`src/rtl/i2c_regport_pkg.sv`:
```
package i2c_regport_pkg;

  localparam int BYTE_W   = 8;
  localparam int LINE_CNT = 2;
  localparam int SCL_IDX  = 0;
  localparam int SDA_IDX  = 1;

  typedef enum logic [3:0] {
    ST_IDLE,
    ST_DEV,
    ST_DEV_ACK,
    ST_REG,
    ST_REG_ACK,
    ST_WDAT,
    ST_WDAT_ACK,
    ST_RD_WAIT,
    ST_RD_LOAD,
    ST_RD_BIT,
    ST_RD_ACK,
    ST_SKIP
  } slv_state_e;

endpackage

```
`src/rtl/i2c_line_filter.sv`:
```
module i2c_line_filter #(
  parameter int SYNC_STAGES = 2,
  parameter int FILT_LEN    = 3
) (
  input  logic clk,
  input  logic rst,
  input  logic line_i,
  output logic line_o
);

  logic [SYNC_STAGES-1:0] sync_q;
  logic [FILT_LEN-1:0]    hist_q;
  logic                   level_q;

  always_ff @(posedge clk) begin
    if (rst) begin
      sync_q  <= '1;
      hist_q  <= '1;
      level_q <= 1'b1;
    end else begin
      sync_q <= {sync_q[SYNC_STAGES-2:0], line_i};
      hist_q <= {hist_q[FILT_LEN-2:0], sync_q[SYNC_STAGES-1]};
      if (&hist_q)
        level_q <= 1'b1;
      else if (~|hist_q)
        level_q <= 1'b0;
    end
  end

  assign line_o = level_q;

endmodule

```
`src/rtl/i2c_bus_events.sv`:
```
module i2c_bus_events (
  input  logic clk,
  input  logic rst,
  input  logic scl_lvl_i,
  input  logic sda_lvl_i,
  output logic start_o,
  output logic stop_o,
  output logic rise_o,
  output logic fall_o,
  output logic sda_o
);

  logic scl_q, sda_q;

  always_ff @(posedge clk) begin
    if (rst) begin
      scl_q   <= 1'b1;
      sda_q   <= 1'b1;
      start_o <= 1'b0;
      stop_o  <= 1'b0;
      rise_o  <= 1'b0;
      fall_o  <= 1'b0;
      sda_o   <= 1'b1;
    end else begin
      scl_q   <= scl_lvl_i;
      sda_q   <= sda_lvl_i;
      start_o <= scl_q & scl_lvl_i & sda_q & ~sda_lvl_i;
      stop_o  <= scl_q & scl_lvl_i & ~sda_q & sda_lvl_i;
      rise_o  <= ~scl_q & scl_lvl_i;
      fall_o  <= scl_q & ~scl_lvl_i;
      sda_o   <= sda_lvl_i;
    end
  end

endmodule

```
`src/rtl/i2c_slave_ctrl.sv`:
```
module i2c_slave_ctrl
  import i2c_regport_pkg::*;
#(
  parameter int          ADDR_W   = 3,
  parameter logic [6:0]  DEV_ADDR = 7'h30
) (
  input  logic              clk,
  input  logic              rst,
  input  logic              start_i,
  input  logic              stop_i,
  input  logic              rise_i,
  input  logic              fall_i,
  input  logic              sda_i,
  input  logic [BYTE_W-1:0] rd_data_i,
  output logic              sda_drive_low_o,
  output logic              wr_stb_o,
  output logic [ADDR_W-1:0] wr_addr_o,
  output logic [BYTE_W-1:0] wr_data_o,
  output logic              rd_stb_o,
  output logic [ADDR_W-1:0] rd_addr_o
);

  localparam int               CNT_W    = $clog2(BYTE_W + 1);
  localparam logic [CNT_W-1:0] CNT_FULL = CNT_W'(BYTE_W);
  localparam logic [CNT_W-1:0] CNT_LAST = CNT_W'(BYTE_W - 1);
  localparam logic [ADDR_W-1:0] PTR_ONE = ADDR_W'(1);

  slv_state_e        state_q;
  logic [CNT_W-1:0]  bit_cnt_q;
  logic [BYTE_W-1:0] shift_q;
  logic [ADDR_W-1:0] ptr_q;
  logic              is_read_q;
  logic              mack_q;
  logic              drive_q;

  always_ff @(posedge clk) begin
    if (rst) begin
      state_q   <= ST_IDLE;
      bit_cnt_q <= '0;
      shift_q   <= '0;
      ptr_q     <= '0;
      is_read_q <= 1'b0;
      mack_q    <= 1'b0;
      drive_q   <= 1'b0;
      wr_stb_o  <= 1'b0;
      wr_addr_o <= '0;
      wr_data_o <= '0;
      rd_stb_o  <= 1'b0;
      rd_addr_o <= '0;
    end else begin
      wr_stb_o <= 1'b0;
      rd_stb_o <= 1'b0;
      if (start_i) begin
        state_q   <= ST_DEV;
        bit_cnt_q <= '0;
        drive_q   <= 1'b0;
      end else if (stop_i) begin
        state_q   <= ST_IDLE;
        bit_cnt_q <= '0;
        drive_q   <= 1'b0;
      end else begin
        case (state_q)
          ST_DEV, ST_REG, ST_WDAT: begin
            if (rise_i && bit_cnt_q != CNT_FULL) begin
              shift_q   <= {shift_q[BYTE_W-2:0], sda_i};
              bit_cnt_q <= bit_cnt_q + 1'b1;
            end else if (fall_i && bit_cnt_q == CNT_FULL) begin
              bit_cnt_q <= '0;
              case (state_q)
                ST_DEV: begin
                  if (shift_q[BYTE_W-1:1] == DEV_ADDR) begin
                    is_read_q <= shift_q[0];
                    drive_q   <= 1'b1;
                    state_q   <= ST_DEV_ACK;
                  end else begin
                    state_q <= ST_SKIP;
                  end
                end
                ST_REG: begin
                  ptr_q   <= shift_q[ADDR_W-1:0];
                  drive_q <= 1'b1;
                  state_q <= ST_REG_ACK;
                end
                default: begin
                  wr_stb_o  <= 1'b1;
                  wr_addr_o <= ptr_q;
                  wr_data_o <= shift_q;
                  ptr_q     <= ptr_q + PTR_ONE;
                  drive_q   <= 1'b1;
                  state_q   <= ST_WDAT_ACK;
                end
              endcase
            end
          end
          ST_DEV_ACK, ST_REG_ACK, ST_WDAT_ACK: begin
            if (fall_i) begin
              drive_q <= 1'b0;
              if (state_q == ST_DEV_ACK && is_read_q) begin
                rd_stb_o  <= 1'b1;
                rd_addr_o <= ptr_q;
                ptr_q     <= ptr_q + PTR_ONE;
                state_q   <= ST_RD_WAIT;
              end else if (state_q == ST_DEV_ACK) begin
                state_q <= ST_REG;
              end else begin
                state_q <= ST_WDAT;
              end
            end
          end
          ST_RD_WAIT: state_q <= ST_RD_LOAD;
          ST_RD_LOAD: begin
            shift_q   <= rd_data_i;
            drive_q   <= ~rd_data_i[BYTE_W-1];
            bit_cnt_q <= '0;
            state_q   <= ST_RD_BIT;
          end
          ST_RD_BIT: begin
            if (fall_i) begin
              if (bit_cnt_q == CNT_LAST) begin
                drive_q <= 1'b0;
                state_q <= ST_RD_ACK;
              end else begin
                shift_q   <= {shift_q[BYTE_W-2:0], 1'b0};
                drive_q   <= ~shift_q[BYTE_W-2];
                bit_cnt_q <= bit_cnt_q + 1'b1;
              end
            end
          end
          ST_RD_ACK: begin
            if (rise_i) begin
              mack_q <= ~sda_i;
            end else if (fall_i) begin
              if (mack_q) begin
                rd_stb_o  <= 1'b1;
                rd_addr_o <= ptr_q;
                ptr_q     <= ptr_q + PTR_ONE;
                state_q   <= ST_RD_WAIT;
              end else begin
                state_q <= ST_SKIP;
              end
            end
          end
          default: ;
        endcase
      end
    end
  end

  assign sda_drive_low_o = drive_q;

endmodule

```
`src/rtl/i2c_regport_slave.sv`:
```
module i2c_regport_slave
  import i2c_regport_pkg::*;
#(
  parameter logic [6:0] DEV_ADDR    = 7'h30,
  parameter int         ADDR_W      = 3,
  parameter int         SYNC_STAGES = 2,
  parameter int         FILT_LEN    = 3
) (
  input  logic              clk,
  input  logic              rst,
  input  logic              scl_i,
  input  logic              sda_i,
  output logic              sda_drive_low_o,
  output logic              wr_stb_o,
  output logic [ADDR_W-1:0] wr_addr_o,
  output logic [BYTE_W-1:0] wr_data_o,
  output logic              rd_stb_o,
  output logic [ADDR_W-1:0] rd_addr_o,
  input  logic [BYTE_W-1:0] rd_data_i
);

  logic [LINE_CNT-1:0] raw_w;
  logic [LINE_CNT-1:0] filt_w;
  logic scl_f, sda_f;
  logic ev_start, ev_stop, ev_rise, ev_fall, ev_sda;

  assign raw_w[SCL_IDX] = scl_i;
  assign raw_w[SDA_IDX] = sda_i;

  for (genvar g = 0; g < LINE_CNT; g++) begin : g_line
    i2c_line_filter #(
      .SYNC_STAGES(SYNC_STAGES),
      .FILT_LEN   (FILT_LEN)
    ) u_filt (
      .clk   (clk),
      .rst   (rst),
      .line_i(raw_w[g]),
      .line_o(filt_w[g])
    );
  end

  assign scl_f = filt_w[SCL_IDX];
  assign sda_f = filt_w[SDA_IDX];

  i2c_bus_events u_events (
    .clk      (clk),
    .rst      (rst),
    .scl_lvl_i(scl_f),
    .sda_lvl_i(sda_f),
    .start_o  (ev_start),
    .stop_o   (ev_stop),
    .rise_o   (ev_rise),
    .fall_o   (ev_fall),
    .sda_o    (ev_sda)
  );

  i2c_slave_ctrl #(
    .ADDR_W  (ADDR_W),
    .DEV_ADDR(DEV_ADDR)
  ) u_ctrl (
    .clk            (clk),
    .rst            (rst),
    .start_i        (ev_start),
    .stop_i         (ev_stop),
    .rise_i         (ev_rise),
    .fall_i         (ev_fall),
    .sda_i          (ev_sda),
    .rd_data_i      (rd_data_i),
    .sda_drive_low_o(sda_drive_low_o),
    .wr_stb_o       (wr_stb_o),
    .wr_addr_o      (wr_addr_o),
    .wr_data_o      (wr_data_o),
    .rd_stb_o       (rd_stb_o),
    .rd_addr_o      (rd_addr_o)
  );

endmodule

```
`config.mk`:
```
export PLATFORM = sky130hd
export DESIGN_NAME = i2c_regport_slave
export DESIGN_NICKNAME = d
export VERILOG_FILES = /design/src/rtl/i2c_regport_pkg.sv /design/src/rtl/i2c_line_filter.sv /design/src/rtl/i2c_bus_events.sv /design/src/rtl/i2c_slave_ctrl.sv /design/src/rtl/i2c_regport_slave.sv
export SDC_FILE = /design/constraint.sdc
export NUM_CORES = 1
export LEC_CHECK = 0
export ABC_AREA = 0
export CORE_MARGIN = 5
export CORE_UTILIZATION = 45
export DETAILED_ROUTE_END_ITERATION = 10
export PLACE_DENSITY = 0.68
export SYNTH_ARGS = -nofsm -noshare
export SYNTH_HDL_FRONTEND = slang
export SYNTH_HIERARCHICAL = 1
export SYNTH_SLANG_ARGS = --single-unit
export TNS_END_PERCENT = 50
```
`constraint.sdc`:
```
create_clock -name clk -period 2 [get_ports clk]
set_input_delay 0.4 -clock clk [delete_from_list [all_inputs] [get_ports clk]]
set_output_delay 0.4 -clock clk [all_outputs]
set_load 0.05 [all_outputs]
```
* Word-level counts from Yosys, hierarchy flattened
Cells that the tools add are included.
Storage, ports and cells: input bits 12, word-level logic and storage cells 165, bits in registers 56
Operators by class: equality and inequality tests 35, bitwise operators 19, $add $sub $neg 2, muxes and demuxes 54, reductions and logical operators 30
Operators with widths (count):
- $mux 4 | 14
- $mux 3 | 13
- $mux 8 | 3
- $ne 4x4->1 const B | 6
- $pmux 4 s6 | 1
- $pmux 8 s3 | 1
- $reduce_and 8->1 | 3
- $eq 4x3->1 const B | 5
- $reduce_and 6->1 | 3
- $eq 4x4->1 const B | 4
- $mux 1 | 15
- $reduce_or 3->1 | 5
- $ne 2x2->1 const B | 7
- $not 1->1 | 12
- $pmux 3 s2 | 2
- $pmux 4 s3 | 1
- $reduce_and 11->1 | 1
- $ne 2x1->1 const B | 5
- $pmux 3 s3 | 1
- $eq 4x2->1 const B | 2
- $ne 4x3->1 const B | 2
- $pmux 4 s2 | 1
- $reduce_and 4->1 | 2
- $reduce_bool 8->1 | 1
- 18 further kinds | 30

* Depth between registers and ports, before layout
Gate-level depths: netlist of run 1.
depth in word-level cells 8, depth in mapped cells 8

* Hierarchy
The synthesis of run 1 kept the hierarchy.
By module, submodules not included:
- i2c_slave_ctrl | area an instance 2157.1 um^2, cells each 256, times used 1
- i2c_line_filter | area an instance 170.2 um^2, cells each 15, times used 2
- i2c_bus_events | area an instance 197.7 um^2, cells each 14, times used 1

* Worst setup path after synthesis of run 1
OpenSTA, ideal clock, no wires.
kind register to register, start register u_ctrl.bit_cnt_q[0], end register u_ctrl.bit_cnt_q[2], period minus slack after synthesis 1.927 ns, data arrival time 1.810 ns, stages on the path, launching flop included 8, setup slack 0.073 ns, path buffers 0, path through dfxtp_1 > inv_1 > ha_1 > and3b_2 > o2111a_1 > nor3_1 > o21ai_0 > a32o_1
On the way: cells in the longest elaborated chain, start to end 4
Ends and longest elaborated chain:
- from (decl) | line i2c_slave_ctrl.sv:29 | logic [CNT_W-1:0] bit_cnt_q;
- from (signal assigned) | line i2c_slave_ctrl.sv:66 | bit_cnt_q <= bit_cnt_q + 1'b1;
- from (signal assigned) | line i2c_slave_ctrl.sv:125 | bit_cnt_q <= bit_cnt_q + 1'b1;
- $add 4x1->4 (tied with other cells) | line i2c_slave_ctrl.sv:66, i2c_slave_ctrl.sv:125
- $mux 4 (tied with other cells) | line i2c_slave_ctrl.sv:119 | if (bit_cnt_q == CNT_LAST) begin
- $mux 4 (tied with other cells) | line i2c_slave_ctrl.sv:118 | if (fall_i) begin
- $pmux 4 s3 or $reduce_and 4->1 (tied branches)
Parallel ways exist; a longest one is shown, timed or not. The select of a mux whose other input is x is not followed. A chain may end at the register's enable or synchronous reset.

* Worst setup path in the final report of run 1
start register u_ctrl.bit_cnt_q[1], end register u_ctrl.ptr_q[0]
On the way: cells in the longest elaborated chain, start to end 4
Ends and longest elaborated chain:
- $ne 4x4->1 or $eq 4x4->1 (tied branches) | line i2c_slave_ctrl.sv:64, i2c_slave_ctrl.sv:67
- $logic_and 1x1->1 (on tied branches) | line i2c_slave_ctrl.sv:64, i2c_slave_ctrl.sv:67
- $ne 2x2->1 (no source line) or $ne 2x1->1 (tied branches)
- $reduce_and 11->1 (no source line) *
- to (signal assigned) | line i2c_slave_ctrl.sv:80 | ptr_q <= shift_q[ADDR_W-1:0];
- to (signal assigned) | line i2c_slave_ctrl.sv:88 | ptr_q <= ptr_q + PTR_ONE;
- to (signal assigned) | line i2c_slave_ctrl.sv:101 | ptr_q <= ptr_q + PTR_ONE;
- to (decl) | line i2c_slave_ctrl.sv:31 | logic [ADDR_W-1:0] ptr_q;
Mark *: on every way between the ends. The rest lies on a longest branch, timed or not.

==> results.md, run 1 <==
* IO Pins at 29
* FP Rows at 28
* First-pass GRT wire length at 10100 um
* Reg clk slew, reported paths at about 100 ps
* IO Port Bufs at 28
* Switch share at between 30 and 40%
* Mapped Cells at 300
* Die H at 87.4 um
* Layout cell share with drive strength beyond 1 at about 17%
* Max Freq at 521 MHz
* Fin crit period at 1920 ps
* Die X at between 80 and 90 um
* CTS Sinks at 56
* Antenna Nets Post-Route at 0
* Overall global routing resource usage at 16.7%
* Syn Nets at 315
* Setup TNS at 0 ps
* Fin worst setup slack at 80.0 ps
* Residual DRC count at 0
* Worst Tran Pin Value at 511 ps
* Final worst path period share at between 90% and 100%
* Worst path bufs/invs at 1
* Max-Cap Viols at 0
* Yosys reg bits at between 50 and 60
* GR Overflow Total at 0
* Most common cell in the synthesized netlist: dfxtp_1
* Family with the most delay on the worst path: compound AO/OA/AOI/OAI gates
* Via count at 2318
* Sequential area share after synthesis at 41.6%
* Seq pwr share at 44.0%
* Switching pwr at ~1.1 mW
* Starting density of the core at 45.8%
* Required time of the critical path at 2240 ps
* Routed WL per cell at 14.9 um
* Postcts setup bufs at 0
* Initial DRT Pass Iterations at 4
* CP Capture Type: register
* RSZ-0062 raised after global routing: no
* Largest net degree at the start of global routing at 49
* Initial drt markers at ~210
* Layout area overhead at 21.8%
* Post-Place Worst Slack at 17.8 ps
* Hold/Removal Path Class: register to register
* Share of total power in combinational logic at 36.7%
* # diodes at 0
* CTS tree: built
* Core area at 5890 sq um
* Crit start category: register
* DIE AREA at around 7600 sq um
* Root Driver: clkbuf_8
* Avg Vias per Cell at 5.63
* Largest area contributor in the netlist: dfxtp_1
* Final setup viols at 0
* Antenna violations before repair at 0
* Vias in the first global route at 2174
* Final hold vios at 0
* Slowest cell on the critical path: a221o_1
* CTS Buf Count at 5
* CTS Hold Bufs at 0
* Nets at between 300 and 400
* Synth area leaders: dfxtp_1 (42%), mux2i_1 (7.1%), nor2_1 (5.3%), o21ai_0 (3.7%), a21oi_1 (3.5%)
* Slowest Stage Delay on Critical Path at ~400 ps
* Clk buf depth at 2
* Post-synthesis cell area at between 2000 and 3000 sq um
* Crit path DAT at about 2200 ps
* Clock Power Share at between 10% and 20%
* Max IR drop VDD at just under 0.0005 V
* Post-synth EDFFs at 0
* Slew HR at roughly two thirds
* H-tree levels at 2
* Cell internal pwr at around 2.0 mW
* Clock skew at 4.73 ps
* CP Max Fanout at 5
* Cell variety after synth at 56
* PwrDens at between 900 and 1000 nW/um^2
* Status: finished clean
* Mapped Avg Cell Area at 8.98 sq um
* GPL Wtd Cong at 0.964
* Post-synth top flop: dfxtp_1
* Async S/R FF share, synth at 0%
* Max-slew violation count at 0
* Setup CP Type: register to register
* Clk_lat worst skew at ~300 ps
* Detailed-route wire length at 6130 um
* Top-area cell type share of the netlist area at 41.6%
* Worst-path cell chain: inv_1 -> ha_4 -> nand4b_4 -> or3_1 -> a221o_1 -> a211o_1 -> a21oi_1
* Leak pwr at between 1 and 1.5 nW
* YS warnings at 6
* DP Wirelength at 4400 um
* Synth cell count leaders: dfxtp_1 (56), nor2_1 (38), o21ai_0 (20)
## power groups by stage
stage                     registers (mW)  clock network [mW]  logic (mW)
after detailed placement            1.38                   0        1.07
after CTS                           1.36               0.623        1.07
final                               1.37               0.599        1.15
after floorplan                     1.32                   0       0.817
after global placement              1.39                   0        1.06
after global routing                1.39               0.675        1.25
## path summary, 6_finish.rpt
check                               endpoint  depth (start not counted)                  startpoint  slack, ps
setup / recovery             u_ctrl/ptr_q[0]                          7         u_ctrl/bit_cnt_q[1]         80
hold reg to reg   g_line[0].u_filt/sync_q[1]                          1  g_line[0].u_filt/sync_q[0]        410
setup reg to reg             u_ctrl/ptr_q[0]                          7         u_ctrl/bit_cnt_q[1]         80
hold / removal    g_line[0].u_filt/sync_q[1]                          1  g_line[0].u_filt/sync_q[0]        410
## cell type report
type	instances	area, sq um
inverters	9	33.8
well taps	75	93.8
fillers	550	2600
repair buffers	49	463
clock buffers	6	72.6
clock inverters	1	8.76
multi-input cells	216	1480
flip-flops and latches	56	1130
## sequential cells by signal (all words and copies together), names as in the netlist
register and cells:
u_ctrl/bit_cnt_q 4, u_events/fall_o 1, u_ctrl/sda_drive_low_o 1, u_ctrl/ptr_q 3
u_ctrl/rd_addr_o 3, u_ctrl/state_q 4, u_events/start_o 1, g_line.u_filt/sync_q 4
u_ctrl/rd_stb_o 1, u_ctrl/shift_q 8, u_events/rise_o 1, u_events/scl_q 1
u_ctrl/wr_data_o 8, u_ctrl/is_read_q 1, u_ctrl/wr_stb_o 1, g_line.u_filt/line_o 2
g_line.u_filt/hist_q 6, u_ctrl/mack_q 1, u_events/sda_q 1, u_ctrl/wr_addr_o 3
u_events/stop_o 1
## cell usage in the layout (no fill, tap or decap), types with 2 or more instances in the layout
master            n
inv_1             9
or3b_2            2
or2_2             6
a32o_1            2
o2111a_1          2
a211o_1           2
nand2_1          16
nor3_1            7
a21oi_1          19
dfxtp_2           3
clkdlybuf4s50_1  28
nand4bb_1         2
mux2i_1          19
nor2_1           38
ha_1              2
nor3b_2           2
dfxtp_1          52
a221o_1           2
buf_4            19
buf_12            2
or3_1             3
nor2b_1           5
nand2b_1          8
clkbuf_8          5
o21ai_0          20
nand3b_1          2
or2_1             6
nand4_1           3
a211oi_1          4
nor3b_1           5
a311oi_1          8
## layer usage
metal	share of wire (%)	track usage (%)	wire length [um]
met1	44	21.9	2720
met2	48	26.8	2940
met3	6.5	3.88	399
met4	1.0	5.72	61
met5	0	0	0
## worst reg2reg max path, delay by kind of cell, from the launching register on
| kind | cells | cell delay (ps) |
|---|---|---|
| AOI/OAI and AO/OA | 3 | 800 |
| and+or+nand+nor | 2 | 460 |
| DFF | 1 | 350 |
| adders and majority gates | 1 | 160 |
| buffers and inverters | 1 | 100 |
## what timing repair did
| item | CTS | global route |
|---|---|---|
| resized for setup | 1 | 13 |
| endpoints found under the setup margin | 1 | 12 |
| cloned | 0 | 0 |
| pin swaps | 0 | 1 |
## through the flow
stage               total power [mW]  hold WS (ps)  instance area, sq um  util, %  cells
global route                    3.31           429                  3280     55.8    412
CTS                             3.05           415                  3230     54.8    412
global placement                2.44           385                  3140     53.4    405
floorplan                       2.13           383                  2700        -    300
detailed placement              2.45           392                  3140     53.4    405
finish                          3.12           412                  3280     55.8    412
## cell families (layout without fill, tap and decap cells)
family	Yosys count	in the layout	share of synthesized area, %
simple gates	119	119	25.6
compound gates	73	73	18.3
flops	56	56	41.6
buf+inv	28	65	5.25
mux	20	20	7.47
fa+ha+maj	3	3	1.39
xor+xnor	1	1	0.325
No activity file was read; power rests on OpenSTA's default activity.
==> run 2: changes to the inputs <==
--- a/config.mk
+++ b/config.mk
@@ -7,9 +7,8 @@
 export LEC_CHECK = 0
 export ABC_AREA = 0
 export CORE_MARGIN = 5
-export CORE_UTILIZATION = 45
+export CORE_UTILIZATION = 32
 export DETAILED_ROUTE_END_ITERATION = 10
-export PLACE_DENSITY = 0.68
 export SYNTH_ARGS = -nofsm -noshare
 export SYNTH_HDL_FRONTEND = slang
 export SYNTH_HIERARCHICAL = 1
==> run 2 against run 1 <==
  * Cell count grew 8.7%
  * Clock skew grew 2.4 ps
  * Die area grew 36%
  * Non-clock buffer count grew 5
  * Combinational power is essentially flat
  * Setup slack gained 30 ps
  * Worst hold slack gained 2.8 ps
  * Sequential power is essentially flat
  * Register-to-register slack gained 40 ps
  * Critical endpoint is now sda_drive_low_o
==> results.md, run 2 (synthesized netlist as in run 1, its figures left out) <==
* Status: finished clean
* PwrDens at 979 nW/um^2
* IO Port Bufs at 28
* Avg Vias per Cell at 5.16
* Final worst path period share at 94.5%
* DP Wirelength at 4620 um
* Nets at 357
* Setup crit end: sda_drive_low_o
* Slew HR at around two thirds
* DIE AREA at 10400 sq um
* Worst r2r src: u_ctrl/bit_cnt_q[1]
* Clk buf depth at 2
* CP Capture Type: output port
* Die H at roughly 100 um
* CTS tree: built
* Hold/Removal Path Class: register to register
* Initial drt markers at 181
* Overall global routing resource usage at approximately 13%
* Reg clk slew, reported paths at 100 ps
* CTS Sinks at 56
* Layout area overhead at 25.9%
* CTS Buf Count at 5
* Crit start category: register
* CTS Hold Bufs at 0
* Core area at 8220 sq um
* GR Overflow Total at 0
* Max IR drop VDD at between 0.0004 and 0.0005 V
* Max-slew violation count at 0
* Slowest cell on the critical path: clkdlybuf4s50_1
* Worst Tran Pin Value at 512 ps
* Antenna Nets Post-Route at 0
* Required time of the critical path at 1600 ps
* Post-Place Worst Slack at 39.4 ps
* Via count at 2313
* Family with the most delay on the worst path: buffers and inverters
* Most common cell after layout, fill and taps aside: dfxtp_1
* Initial DRT Pass Iterations at 5
* Starting density of the core at 32.8%
* Final Power at ~3.3 mW
* Root Driver: clkbuf_8
* # diodes at 0
* Antenna violations before repair at 0
* Biggest regs: u_ctrl/shift_q: 8 flops, u_ctrl/wr_data_o: 8 flops, g_line.u_filt/hist_q: 6 flops
* Fin crit period at 1890 ps
* Clock skew at 7.13 ps
* FP Rows at 33
* Most frequent cells in the layout: dfxtp_1 (51), nor2_1 (38), clkdlybuf4s50_1 (28)
* Worst path bufs/invs at 1
* Setup slack, reg-to-reg at around 120 ps
* Final hold vios at 0
* Max-Cap Viols at 0
* RSZ-0062 raised after global routing: no
* Final setup viols at 0
* Postcts setup bufs at 0
* Setup CP Type: register to output port
* Hold Slack at 415 ps
* CP Max Fanout at 2
* Fin worst setup slack at 110 ps
* Layout cell share with drive strength beyond 1 at 19.5%
* GPL Wtd Cong at 0.878
* Clk_lat worst skew at 310 ps
* # resized after CTS at 0
* Setup TNS at 0 ps
* First-pass GRT wire length at roughly 11000 um
* Die X at 102 um
* RR Endpoint: u_ctrl/ptr_q[0]
* Routed WL per cell at 14.1 um
* Worst-path cell chain: clkdlybuf4s50_1
* Vias in the first global route at approximately 2200
* Leak pwr at 1.34 nW
* IO Pins at 29
* H-tree levels at 2
* Crit path DAT at 1490 ps
* Largest net degree at the start of global routing at 49
* Detailed-route wire length at 6330 um
* Residual DRC count at 0
* Max Freq at approximately 530 MHz
* CP Launch Point: u_ctrl/sda_drive_low_o
* Critical path depth at 1
* Slowest Stage Delay on Critical Path at 810 ps
* Worst Reg-to-Reg Cells at 7
==> run 2: through the flow <==
stage	instance area [sq um]	util (%)	std cells
floorplan	2700	-	300
global placement	3220	39.2	440
detailed placement	3220	39.2	440
CTS	3340	40.7	448
global route	3390	41.3	448
finish	3390	41.3	448
==> run 2: final cells by class <==
class,instances,area (sq um)
fillers,799,4820
multi-input cells,216,1480
flip-flops and latches,56,1130
repair buffers,54,500
well taps,105,131
clock buffers,6,82.6
clock inverters,2,38.8
inverters,9,33.8
==> run 2: per-layer routing <==
| metal | global-route usage, % | routed length [um] |
|---|---|---|
| met1 | 17.9 | 3000 |
| met2 | 20.1 | 2960 |
| met3 | 2.69 | 313 |
| met4 | 3.27 | 62 |
| met5 | 0 | 0 |
==> run 2: how the worst min path moves through the flow <==
stage	from	end	slack, ps	cells after the start
2_1_floorplan	g_line[0].u_filt/sync_q[1]	g_line[0].u_filt/hist_q[0]	380	1
3_3_place_gp	g_line[0].u_filt/sync_q[1]	g_line[0].u_filt/hist_q[0]	380	1
3_5_place_dp	g_line[0].u_filt/sync_q[0]	g_line[0].u_filt/sync_q[1]	390	1
4_1_cts	g_line[1].u_filt/sync_q[1]	g_line[1].u_filt/hist_q[0]	420	1
5_1_grt	g_line[0].u_filt/sync_q[0]	g_line[0].u_filt/sync_q[1]	440	1
6_report	g_line[0].u_filt/sync_q[0]	g_line[0].u_filt/sync_q[1]	410	1
==> run 2: power by group <==
group / internal, mW / total, mW / switching (mW)
sequential: 1.22 / 1.37 / 0.155
clock: 0.410 / 0.784 / 0.374
combinational: 0.555 / 1.16 / 0.608
total: 2.18 / 3.32 / 1.14
==> run 3: changes to the inputs <==
--- a/config.mk
+++ b/config.mk
@@ -6,7 +6,7 @@
 export NUM_CORES = 1
 export LEC_CHECK = 0
 export ABC_AREA = 0
-export CORE_MARGIN = 5
+export CORE_MARGIN = 1
 export CORE_UTILIZATION = 32
 export DETAILED_ROUTE_END_ITERATION = 10
 export SYNTH_ARGS = -nofsm -noshare
==> run 3 against run 2 <==
  * Via count decreased by 1.1%
  * Fmax rose by 0.84%
  * Utilization decreased by 0.68 points
  * Cell count down 0.22%
  * Critical path type unchanged
  * Clock-buffer cell count decreased by 1
  * First-iteration DRC count fell by 4.4%
  * Setup slack improved by 16 ps
  * Largest power group unchanged
  * Worst hold slack better by 7.8 ps
  * Critical endpoint unchanged
==> results.md, run 3 (synthesized netlist as in run 1, its figures left out) <==
* Crit path DAT at 1470 ps
* Avg Vias per Cell at 5.12
* Setup crit end: sda_drive_low_o
* Fillers at 834
* Worst path bufs/invs at 1
* Clock skew at 8.07 ps
* Status: finished clean
* Reg clk slew, reported paths at 100 ps
* Starting density of the core at between 30% and 40%
* GR Overflow Total at 0
* Crit start category: register
* CTS tree: built
* IO Port Bufs at 28
* Slowest cell on the critical path: clkdlybuf4s50_1
* RR Endpoint: u_ctrl/ptr_q[0]
* Hold Slack at 423 ps
* Hold path depth at 1
* Hold/Removal Path Class: register to register
* Leak pwr at ~1.3 nW
* CP Max Fanout at 2
* Share of total power in combinational logic at 35.4%
* Critical path depth at 1
* Cell internal pwr at 1.97 mW
* CTS Sinks at 56
* Family with the most delay on the worst path: buffers and inverters
* Final hold vios at 0
* Switching pwr at 1.13 mW
* Worst-path cell chain: clkdlybuf4s50_1
* Switch share at 36.4%
* FP Rows at 33
* Clk_lat worst skew at 310 ps
* Antenna Nets Post-Route at 0
* Setup slack, reg-to-reg at approximately 130 ps
* Final instance area at 3320 sq um
* Required time of the critical path at ~1600 ps
* Layout cell share with drive strength beyond 1 at 17.8%
* Final Power at approximately 3.1 mW
* Final Core Density at about two fifths
* DP Wirelength at 4390 um
* Most frequent cells in the layout: dfxtp_1 (52), nor2_1 (38), clkdlybuf4s50_1 (28)
* GPL Wtd Cong at 0.870
* Nets at 356
* Die X at 93.8 um
* Vias in the first global route at approximately 2100
* # diodes at 0
* Max Freq at around 530 MHz
* Worst r2r src: u_ctrl/bit_cnt_q[1]
* Max-Cap Viols at 0
* CP Launch Point: u_ctrl/sda_drive_low_o
* IO Pins at 29
* Worst Reg-to-Reg Cells at 7
* Layout area overhead at 23.2%
* DIE AREA at 8790 sq um
* Max-slew violation count at 0
* Clk buf depth at 2
* Core area at between 8000 and 9000 sq um
* Worst Tran Pin Value at 503 ps
* Final worst path period share at 93.7%
* Antenna violations before repair at 0
* Initial DRT Pass Iterations at 4
* Die H at 93.8 um
* Clock Power Share at 20.5%
* Final setup viols at 0
* Slew HR at 66.4%
* Routed WL per cell at roughly 14 um
* Most common cell after layout, fill and taps aside: dfxtp_1
* H-tree levels at 2
* Detailed-route wire length at 6130 um
* First-pass GRT wire length at 10200 um
* Biggest regs: u_ctrl/shift_q: 8 flops, u_ctrl/wr_data_o: 8 flops, g_line.u_filt/hist_q: 6 flops
* Root Driver: clkbuf_8
* Overall global routing resource usage at 14.5%
* Slowest Stage Delay on Critical Path at 810 ps
* Largest net degree at the start of global routing at 49
* CTS Buf Count at 5
* Setup CP Type: register to output port
* Max IR drop VDD at 0.000476 V
* Residual DRC count at 0
* Initial drt markers at 173
* CP Capture Type: output port
* Post-placement cell area at around 3200 sq um
* CTS Hold Bufs at 0
* Fin crit period at 1870 ps
* Seq pwr share at a little over two fifths
* Via count at 2288
* PwrDens at 933 nW/um^2
[run 3: cell count changes in the layout (fill, tap and decap cells not counted), sizes merged]
| cell | delta |
|---|---|
| clkbuf | -1 |
| bufinv | -1 |
| inv | +1 |
| clkinvlp | +1 |
| buf | -1 |
[run 3: power by group through the flow]
stage | Clock [mW] | Combinational [mW] | Sequential, mW
CTS | 0.657 | 1.06 | 1.36
detailed placement | 0 | 1.05 | 1.39
global placement | 0 | 1.04 | 1.38
finish | 0.636 | 1.10 | 1.36
floorplan | 0 | 0.817 | 1.32
global route | 0.699 | 1.20 | 1.39
[run 3: how the worst min path moves through the flow]
| stage | start | endpoint |
|---|---|---|
| finish | g_line[0].u_filt/sync_q[1] | g_line[0].u_filt/hist_q[0] |
| floorplan | g_line[0].u_filt/sync_q[1] | g_line[0].u_filt/hist_q[0] |
| global route | g_line[1].u_filt/sync_q[0] | g_line[1].u_filt/sync_q[1] |
| global placement | g_line[0].u_filt/sync_q[0] | g_line[0].u_filt/sync_q[1] |
| detailed placement | g_line[1].u_filt/sync_q[0] | g_line[1].u_filt/sync_q[1] |
| CTS | g_line[0].u_filt/sync_q[1] | g_line[0].u_filt/hist_q[0] |
[run 3: area by class of cell]
type,instances,area [sq um],share of cell area (%)
Sequential cell,56,1130,33.9
Inverter,9,33.8,1.02
Clock inverter,3,21.3,0.641
Multi-Input combinational cell,216,1460,43.9
Timing Repair Buffer,53,480,14.5
Tap cell,105,131,3.96
Clock buffer,5,68.8,2.07
[run 3: stage by stage]
step	TNS, ps	setup WS, ps	std cells
2_1_floorplan	0	72.6	300
3_5_place_dp	0	12.1	438
3_3_place_gp	0	63.9	438
6_report	0	126	447
5_1_grt	-4.28	-4.28	447
4_1_cts	0	0.573	446
[run 3: repair_timing]
action | CTS | global route
setup endpoints to repair | 1 | 14
resized for setup | 1 | 8
pin swaps | 0 | 2
cloned | 0 | 0
buffers inserted | 0 | 1
[run 3: metal layers]
layer  share of wire [%]  routed length [um]  track usage (%)  vias to the layer above
met2                  47                2850             24.0                       61
met1                  47                2890             19.3                     1055
met4                 1.8                 109             3.85                        0
met5                   0                   0                0                        -
li1                    -                   -                -                     1161
met3                 4.4                 270             2.83                       11
